<file path="src/rtl/gray_tcount.sv">
module gray_tcount (
  input  logic       clk,
  input  logic       rst,
  input  logic       cnt_en,
  output logic [2:0] state
);

  logic       par;
  logic [2:0] tgl;

  assign par    = ^state;
  assign tgl[0] = cnt_en & par;
  assign tgl[1] = cnt_en & ~par & state[0];
  assign tgl[2] = cnt_en & ~par & ~state[0];

  for (genvar i = 0; i < 3; i++) begin : g_cell
    logic bit_q;
    always_ff @(posedge clk) begin
      if (rst)         bit_q <= 1'b0;
      else if (tgl[i]) bit_q <= ~bit_q;
    end
    assign state[i] = bit_q;
  end

  logic seen_rst;
  always_ff @(posedge clk) begin
    if (rst) seen_rst <= 1'b1;
  end

  p_reset_clear_r1: assert property (@(posedge clk)
    rst |=> (state == 3'd0));

  p_wrap_zero_to_four_r2: assert property (@(posedge clk) disable iff (rst || !seen_rst)
    (cnt_en && state == 3'd0) |=> (state == 3'd4));

  p_one_bit_step_r3: assert property (@(posedge clk) disable iff (rst || !seen_rst)
    cnt_en |=> ($countones(state ^ $past(state)) == 1));

  p_hold_r4: assert property (@(posedge clk) disable iff (rst || !seen_rst)
    !cnt_en |=> $stable(state));

  p_lsb_parity_r5: assert property (@(posedge clk) disable iff (rst || !seen_rst)
    cnt_en |=> ((state[0] != $past(state[0])) == (^$past(state))));

endmodule

</file>
<file path="config.mk">
export PLATFORM = sky130hd
export DESIGN_NAME = gray_tcount
export DESIGN_NICKNAME = d
export VERILOG_FILES = /design/src/rtl/gray_tcount.sv
export SDC_FILE = /design/constraint.sdc
export NUM_CORES = 1
export LEC_CHECK = 0
export BUFFER_PORTS_ARGS = -buffer_cell sky130_fd_sc_hd__buf_2
export CAP_MARGIN = 20
export CORE_AREA = 2 2 39 41
export DETAILED_ROUTE_END_ITERATION = 16
export DIE_AREA = 0 0 41 43
export PLACE_DENSITY = 0.39
export SYNTH_ARGS = -nofsm -noshare
export SYNTH_HDL_FRONTEND = slang
export SYNTH_SLANG_ARGS = --single-unit
</file>
<file path="constraint.sdc">
create_clock -name clk -period 1.32 [get_ports clk]
set_input_delay 0.066 -clock clk [delete_from_list [all_inputs] [get_ports clk]]
set_output_delay 0.066 -clock clk [all_outputs]
set_load 0.05 [all_outputs]
</file>
# Yosys cells after proc, flatten, opt, wreduce, memory -nomap -nowiden
# Index checks and enable logic that the tools add are counted.
dict set report classes {
  n_bitwise 8
  reduce_logical 1
}
# operator count
set op_table {}
lappend op_table {{1-bit bitwise AND} 4}
lappend op_table {{1-bit NOT} 4}
lappend op_table {{3-bit XOR reduction} 1}
dict set report word_totals {
  ff_bits 3
  inputBits 3
  out_inout_bits 3
  wordCells 12
}

# Longest topological paths before layout
# Gate-level depths: netlist (run 1).
dict set report logic_depth {
  ltp_word 4
  ltp_mapped 2
  mapped_depth_nobuf 2
}

# Worst setup path after synthesis (run 1)
# Ideal clock, no wire load.
dict set report synth_path {
  path_type {reg2reg}
  start {reg g_cell[0].bit_q}
  end {reg g_cell[2].bit_q}
  setup_time_ns 0.079
  t_arrival_ns 0.713
  t_required_ns 1.241
  setup_slack_ns 0.528
  path_stages_with_launch 3
  path_buffers 0
  period_less_slack_ns 0.792
  cell_sequence {dfxtp_1 > and3b_1 > a211oi_2}
}
dict set report synth_via {
  elab_chain_cells 4
  elab_cells_between_ends 5
  classes_between {bitwise (4); reduce/logical (1)}
}
# element line
set synth_rtl {}
lappend synth_rtl {{start: declaration} 17} ;# logic bit_q;
lappend synth_rtl {{start signal: assignment} 20} ;# else if (tgl[i]) bit_q <= ~bit_q;
lappend synth_rtl {{3-bit XOR reduction} 11} ;# assign par = ^state;
lappend synth_rtl {{1-bit NOT} 14} ;# assign tgl[2] = cnt_en & ~par & ~state[0];
lappend synth_rtl {{1-bit bitwise AND} 14}
lappend synth_rtl {{1-bit bitwise AND (*)} 14}
lappend synth_rtl {{end signal: assignment} 20}
lappend synth_rtl {{end: declaration} 17}
# Mark *: on every way between the ends. The rest lies on a longest branch, timed or not.
# A chain may end at the register's enable or synchronous reset.

# Worst setup path in the final report (run 1)
dict set report layout_path {
  start {reg g_cell[0].bit_q}
  end {out state[0]}
}
# element line
set layout_rtl {}
lappend layout_rtl {{end: declaration} 5} ;# output logic [2:0] state
# No word-level cell between the ends.

==> impl_metrics.csv, run 1 <==
group,metric,value,unit
yosys,syn-cell-area,159,µm²
die,fp.dieH,43,µm
critical_path,crit_family,"flip-flops",
detailed_routing,ant_nets,0,
critical_path,worstPathArrival,0.92,ns
min_path,worstHoldEndpoint,"g_cell[2].bit_q",
timing,worst_pin_slew,0.250,ns
global_route,antenna_found_initial,0,
detailed_routing,drt_iter0_drc,3,
detailed_routing,wl_met3,44,µm
placement,port_buffers,5,
cts,cts-root-buf,"clkbuf_4",
final_layout,fin_cells,38,
critical_path,critPathMaxFanout,6,
critical_path,worst-setup-path-type,"register to primary output",
critical_path,r2r_setup_slack,0.46,ns
final_layout,final_common_cell,"buf_2",
critical_path,end_kind,"primary output",
die,dieArea,1760,µm²
global_route,grt-ovfl-total,0,
global_route,grt_max_degree,7,
global_route,grt_pass1_wl,427,µm
critical_path,critPathBufInv,1,
die,die_x,41,µm
detailed_routing,routed_wl,297,µm
cts,cts_resized,0,
timing,fin_crit_sh,74.6,%
yosys,avgSynthCellArea,9.93,µm²
cts,cts_tree,"built",
critical_path,timing.rr.end,"g_cell[2].bit_q",
timing,rsz0062_at_grt,"no",
power_and_ir_drop,ir_drop,0.247,mV
detailed_routing,dr_total_vias,121,
detailed_routing,viasPerCell,3.18,
final_layout,final_cell_mix,"5 x buf_2, 3 x clkbuf_4, 3 x dfxtp_1",
placement,gp_congestion,0.501,
timing,fin_ws,0.335,ns
cts,numCtsBuffers,3,
global_route,grt_pass1_vias,121,
cts,postCtsSetupBuffers,0,
cts,insertion_delay,0.23,ns
final_layout,drive_above_1_share,50.0,%
yosys,synth.distinct_cells,11,
detailed_routing,routedWlPerCell,7.82,µm
cts,cts_hold_buffers,0,
critical_path,path_cells,"buf_2",
timing,whs,0.0406,ns
cts,htree_levels,1,
yosys,yosys_warnings,0,
critical_path,critPathMaxStageDelay,0.39,ns
timing,setup-tns-final,0,ns
timing,clock_skew,0.000618,ns
cts,clk_pin_slew,0.04,ns
final_layout,synthToLayoutAreaGrowth,30.7,%
critical_path,cp.required,1.25,ns
min_path,holdPathStages,2,
power_and_ir_drop,leakage,0.0892,nW
timing,hold_violations,0,
power_and_ir_drop,p_per_area,1490,nW/µm²
timing,max_slew_margin,83.5,%
placement,pre_cts_slack,0.465,ns
cts,numClockSinks,3,
power_and_ir_drop,seqPwrFrac,33.6,%
final_layout,regMostFlops,"g_cell.bit_q",
power_and_ir_drop,total_power,309,µW
detailed_routing,highest_layer,"met3",
die,rows,14,
final_layout,antenna_cells,0,
detailed_routing,drt-met1-wl,132,µm
power_and_ir_drop,pwr-share-comb,15.3,%
job,cap_viol_max_count,0,
global_route,gr-usage-all-layers,4.41,%
min_path,min_from,"rst",
cts,max-clock-path-buffers,2,
critical_path,cp_slowest_cell,"dfxtp_1",
power_and_ir_drop,p_sw,83.5,µW
detailed_routing,drc_errors,0,
yosys,syn-num-nets,19,
final_layout,n_fill_cell,158,
critical_path,reg2reg_depth,2,
final_layout,top_regs,"g_cell.bit_q (3)",
power_and_ir_drop,p_clk_share,51.1,%
power_and_ir_drop,cell_internal_pwr,225,µW
critical_path,start_kind,"register",
placement,dp_cells,34,
timing,max_freq,1.01,GHz
detailed_routing,route.met2.wl,120,µm
power_and_ir_drop,swShare,27.0,%
timing,drv_slew,0,
yosys,ys_seq_elements,3,
timing,setup_violations,0,
die,core,1380,µm²
final_layout,fin_nets,26,
min_path,hold_class,"input pin to register",
critical_path,worstReg2RegStart,"g_cell[0].bit_q",
die,start_util,11.5,%
yosys,syn_inst,16,
status,outcome,"complete, no violations",
final_layout,largest_reg_flops,3,
die,pin_count,6,
timing,period_needed,0.985,ns
yosys,ys_seq_area_share,37.8,%
detailed_routing,drt_first_pass_iters,2,
[final cells by class]
cell class              instances  area (µm²)  area share [%]
flip-flops and latches          3        60.1            28.9
repair buffers                  5        25.0            12.0
multi-input cells               9        72.6            34.9
well taps                      16        20.0            9.64
inverters                       1        3.75            1.81
clock buffers                   4        26.3            12.7
[routing by layer]
metal  track usage [%]  vias to the layer above
li1                  -                       63
met1              3.53                       52
met2              4.69                        6
met3              3.14                        0
met4              8.00                        0
met5                 0                        -
[how the worst max path moves through the flow]
stage / startpoint / endpoint / slack, ns / cells after the start
after floorplan: g_cell[0].bit_q / g_cell[2].bit_q / 0.53 / 2
after global placement: g_cell[0].bit_q / g_cell[2].bit_q / 0.48 / 2
after detailed placement: g_cell[0].bit_q / g_cell[2].bit_q / 0.47 / 2
after CTS: g_cell[0].bit_q / state[0] / 0.33 / 1
after global routing: g_cell[0].bit_q / state[0] / 0.29 / 1
final: g_cell[0].bit_q / state[0] / 0.33 / 1
[power by group through the flow]
| stage | registers (mW) | clock network, mW | logic, mW |
|---|---|---|---|
| floorplan | 0.104 | 0 | 0.0427 |
| global placement | 0.105 | 0 | 0.0473 |
| detailed placement | 0.105 | 0 | 0.0477 |
| CTS | 0.104 | 0.168 | 0.0477 |
| global route | 0.105 | 0.171 | 0.0508 |
| finish | 0.104 | 0.158 | 0.0472 |
[per-stage QoR]
| stage | area [µm²] | util, % |
|---|---|---|
| after global routing | 208 | 15.0 |
| after floorplan | 159 | - |
| final | 208 | 15.0 |
| after detailed placement | 181 | 13.1 |
| after CTS | 208 | 15.0 |
| after global placement | 181 | 13.1 |
[cells in the mapped netlist, drive strengths merged]
cell    count  area share [%]
buf         3              14
dfxtp       3              38
a211oi      2              16
a21bo       1             6.3
a21oi       1             3.1
and3b       1             5.5
inv         1             2.4
nand2b      1             3.9
nand3       1             3.1
nor2        1             2.4
xnor2       1             5.5
[logic make-up (layout without fill, tap and decap cells)]
family          count (synthesis)  count (layout)  synth area share, %
buf+inv                         4              10                 16.5
simple gates                    4               4                 15.0
flops                           3               3                 37.8
xor+xnor                        1               1                 5.51
compound gates                  4               4                 25.2
Note: power is estimated with default switching activity, not from simulation.
==> run 2, diff against run 1 <==
- PLACE_DENSITY: 0.39 -> 0.4
- clock period: 1.32 -> 0.9 ns (I/O delays scaled with it)
==> run 2 against run 1 <==
- final cell count unchanged
- combinational power grew 69%
- sequential power rose by 49%
- worst hold slack got worse by 0.030 ns
- total power up 51%
- critical path type unchanged
- critical endpoint is now state[2]
==> impl_metrics.csv, run 2 (synthesis results as in run 1) <==
group,metric,value,unit
critical_path,critPathMaxFanout,4,
global_route,grt_pass1_wl,496,µm
power_and_ir_drop,p_per_area,2030,nW/µm²
critical_path,path_cells,"buf_6",
final_layout,top_regs,"g_cell.bit_q (3)",
final_layout,n_fill_cell,157,
detailed_routing,ant_nets,0,
critical_path,critPathBufInv,1,
die,die_x,41,µm
placement,port_buffers,5,
job,cap_viol_max_count,0,
global_route,antenna_found_initial,0,
timing,fin_ws,0.0411,ns
final_layout,antenna_cells,0,
detailed_routing,dr_total_vias,130,
critical_path,timing.rr.end,"g_cell[2].bit_q",
critical_path,cp.required,0.85,ns
die,dieArea,1760,µm²
timing,worst_pin_slew,0.183,ns
detailed_routing,drc_errors,0,
min_path,hold_class,"input pin to register",
timing,fin_crit_sh,95.4,%
final_layout,synthToLayoutAreaGrowth,44.1,%
cts,clk_pin_slew,0.04,ns
min_path,min_from,"rst",
detailed_routing,viasPerCell,3.42,
detailed_routing,drt_iter0_drc,6,
power_and_ir_drop,total_power,465,µW
timing,drv_slew,0,
die,rows,14,
global_route,gr-usage-all-layers,4.92,%
die,core,1380,µm²
global_route,grt_pass1_vias,145,
timing,period_needed,0.859,ns
detailed_routing,routed_wl,323,µm
critical_path,r2r_setup_slack,0.05,ns
critical_path,critPathMaxStageDelay,0.40,ns
critical_path,end_kind,"primary output",
timing,setup_violations,0,
cts,insertion_delay,0.23,ns
final_layout,fin_nets,26,
timing,setup-tns-final,0,ns
timing,max_freq,1.16,GHz
status,outcome,"complete, no violations",
die,fp.dieH,43,µm
timing,max_slew_margin,87.7,%
final_layout,drive_above_1_share,59.1,%
detailed_routing,routedWlPerCell,8.50,µm
cts,cts_hold_buffers,0,
cts,max-clock-path-buffers,2,
critical_path,start_kind,"register",
cts,postCtsSetupBuffers,0,
detailed_routing,drt_first_pass_iters,4,
global_route,grt-ovfl-total,0,
critical_path,reg2reg_depth,2,
min_path,worstHoldEndpoint,"g_cell[0].bit_q",
final_layout,regMostFlops,"g_cell.bit_q",
min_path,holdPathStages,2,
cts,numClockSinks,3,
placement,pre_cts_slack,0.0293,ns
die,pin_count,6,
cts,numCtsBuffers,3,
cts,cts_tree,"built",
placement,gp_congestion,0.459,
critical_path,crit_family,"flip-flops",
timing,clock_skew,0.00101,ns
final_layout,largest_reg_flops,3,
critical_path,cp_slowest_cell,"dfxtp_1",
critical_path,worst-setup-path-type,"register to primary output",
power_and_ir_drop,ir_drop,0.344,mV
final_layout,final_cell_mix,"3 x clkbuf_4, 3 x buf_6, 2 x a211oi_2, 2 x dfxtp_2, 2 x buf_2",
cts,htree_levels,1,
power_and_ir_drop,leakage,0.0932,nW
timing,hold_violations,0,
critical_path,worstReg2RegStart,"g_cell[0].bit_q",
critical_path,worstPathArrival,0.81,ns
die,start_util,11.5,%
cts,cts-root-buf,"clkbuf_4",
global_route,grt_max_degree,7,
[run 2: timing repair]
item                       in CTS  in global routing
gates cloned                    0                  0
resized for setup               4                  4
pin swaps                       0                  0
setup endpoints to repair       3                  4
[run 2: per-stage QoR]
stage	utilization [%]	hold WS (ns)	area (µm²)	instances
3_3_place_gp	13.1	0.253	181	34
4_1_cts	15.8	0.0103	219	38
6_report	16.5	0.0105	229	38
3_5_place_dp	13.1	0.258	181	34
5_1_grt	16.5	0.0108	229	38
2_1_floorplan	-	0.110	159	16
[run 2: final cells by class]
type	count	area, µm²	area share (%)
inverters	1	3.75	1.64
well taps	16	20.0	8.74
multi-input cells	9	72.6	31.7
flip-flops and latches	3	62.6	27.3
clock buffers	4	26.3	11.5
repair buffers	5	43.8	19.1
[run 2: how the worst max path moves through the flow]
stage,startpoint,endpoint,slack [ns],cells past startpoint
2_1_floorplan,g_cell[0].bit_q,g_cell[2].bit_q,0.11,2
3_3_place_gp,g_cell[0].bit_q,g_cell[2].bit_q,0.05,2
3_5_place_dp,g_cell[0].bit_q,g_cell[2].bit_q,0.03,2
4_1_cts,g_cell[0].bit_q,g_cell[2].bit_q,-0.008,2
5_1_grt,g_cell[0].bit_q,g_cell[2].bit_q,-0.002,2
6_report,g_cell[2].bit_q,state[2],0.04,1
[run 2: metal layers]
| layer | GRT usage (%) | routed length, µm | up-vias |
|---|---|---|---|
| li1 | - | - | 63 |
| met1 | 3.86 | 110 | 62 |
| met2 | 5.94 | 184 | 5 |
| met3 | 3.14 | 27 | 0 |
| met4 | 8.00 | 0 | 0 |
| met5 | 0 | 0 | - |
[run 2: where the power goes]
part	switching, mW	internal (mW)	leakage [nW]
combinational	0.0478	0.0322	0.0527
sequential	0.0119	0.143	0.0255
clock	0.0643	0.166	0.0150
[run 2: worst reg2reg max path: stages (launching register included)]
cell and delay, ns:
dfxtp_2 0.36, and3b_1 0.20, a211oi_2 0.20
==> run 3, diff against run 2 <==
==> constraint.sdc (replaced) <==
create_clock -name clk -period 0.9 [get_ports clk]
set_input_delay 0.045 -clock clk [delete_from_list [all_inputs] [get_ports clk]]
set_output_delay 0.045 -clock clk [all_outputs]
set_load 0.1 [all_outputs]
==> run 3 against run 2 <==
- core utilization up 4.3 points
- maximum frequency down 3.8%
- first-iteration DRC count decreased by 83%
- setup slack worse by 0.034 ns
==> impl_metrics.csv, run 3 (synthesis results as in run 1) <==
group,metric,value,unit
die,dieArea,1760,µm²
timing,rsz0062_at_grt,"yes",
cts,max-clock-path-buffers,2,
timing,fin_ws,0.00727,ns
job,cap_viol_max_count,0,
critical_path,worstPathArrival,0.85,ns
final_layout,drive_above_1_share,68.0,%
final_layout,synthToLayoutAreaGrowth,81.9,%
final_layout,final_cell_mix,"3 x clkbuf_4, 3 x buf_12",
min_path,hold_class,"input pin to register",
placement,placed_cell_area,249,µm²
final_layout,top_regs,"g_cell.bit_q (3)",
global_route,gr-usage-all-layers,5.81,%
detailed_routing,highest_layer,"met3",
detailed_routing,drt_iter0_drc,1,
cts,cts-root-buf,"clkbuf_4",
timing,period_needed,0.893,ns
critical_path,start_kind,"register",
detailed_routing,route.met2.wl,187,µm
timing,drv_slew,0,
detailed_routing,wl_met3,37,µm
final_layout,antenna_cells,0,
placement,port_buffers,5,
final_layout,regMostFlops,"g_cell.bit_q",
timing,worst_pin_slew,0.159,ns
power_and_ir_drop,p_per_area,1840,nW/µm²
placement,dp_cells,37,
die,fp.dieH,43,µm
timing,max_freq,1.12,GHz
timing,max_slew_margin,89.3,%
global_route,antenna_found_initial,0,
status,outcome,"complete, no violations",
critical_path,worst-setup-path-type,"register to primary output",
final_layout,fin_cells,41,
final_layout,post-route-cell-area,289,µm²
detailed_routing,routedWlPerCell,8.17,µm
cts,clk_pin_slew,0.04,ns
power_and_ir_drop,ir_drop,0.426,mV
final_layout,largest_reg_flops,3,
detailed_routing,viasPerCell,3.37,
detailed_routing,ant_nets,0,
critical_path,end_kind,"primary output",
detailed_routing,drt_first_pass_iters,2,
global_route,grt_pass1_wl,614,µm
timing,setup_violations,0,
die,die_x,41,µm
die,rows,14,
placement,pre_cts_slack,0.0660,ns
global_route,grt-ovfl-total,0,
cts,numCtsBuffers,3,
cts,htree_levels,1,
detailed_routing,dr_total_vias,138,
global_route,grt_max_degree,7,
cts,cts_tree,"built",
timing,hold_violations,0,
cts,insertion_delay,0.23,ns
cts,numClockSinks,3,
power_and_ir_drop,leakage,0.118,nW
detailed_routing,routed_wl,335,µm
die,pin_count,6,
detailed_routing,drt-met1-wl,110,µm
die,start_util,11.5,%
die,core,1380,µm²
critical_path,cp.required,0.85,ns
cts,cts_hold_buffers,0,
global_route,grt_pass1_vias,155,
final_layout,fin_nets,29,
placement,gp_congestion,0.446,
timing,fin_crit_sh,99.2,%
critical_path,critPathMaxFanout,4,
timing,clock_skew,0.00173,ns
detailed_routing,drc_errors,0,
[run 3: cell types whose count changed in the layout (fill, tap and decap cells not counted), sizes merged]
cell | before | now
buf | 5 | 8
[run 3: through the flow]
step	total power, mW	TNS [ns]	hold WS, ns	utilization (%)
global placement	0.295	0	0.250	18.0
detailed placement	0.299	0	0.257	18.0
global route	0.569	-0.0263	0.000887	20.9
CTS	0.547	-0.0109	0.00115	20.4
floorplan	0.246	0	0.110	-
finish	0.533	0	0.0105	20.9
[run 3: critical path, stage by stage, from the launching register on]
cell	delay, ns
dfxtp_4	0.35
buf_6	0.11
buf_12	0.15
[run 3: final timing paths]
check	startpoint	endpoint	slack, ns	cells past startpoint
hold / removal	rst	g_cell[0].bit_q	0.01	2
setup / recovery	g_cell[1].bit_q	state[1]	0.007	2
setup reg to reg	g_cell[0].bit_q	g_cell[2].bit_q	0.05	2
hold reg to reg	g_cell[0].bit_q	g_cell[1].bit_q	0.52	2
[run 3: layer usage]
metal	vias to the layer above	track usage [%]
met5	-	0
met4	0	8.00
met3	0	3.66
met2	5	7.50
met1	63	4.79
li1	70	-
[run 3: final cells by class]
type | count | area, µm²
clock buffer | 4 | 26.3
fill | 158 | 1090
inverter | 1 | 3.75
multi-input combinational | 9 | 72.6
sequential | 3 | 66.3
tap | 16 | 20.0
timing repair buffer | 8 | 100
[run 3: power breakdown]
part / switching (mW) / internal [mW]
registers: 0.0103 / 0.142
logic: 0.0860 / 0.0614
clock network: 0.0677 / 0.166
[run 3: timing repair]
item / 4_1_cts / 5_1_grt
pin swaps: 0 / 1
setup endpoints to repair: 3 / 3
resized for setup: 4 / 2
buffers inserted: 1 / 0
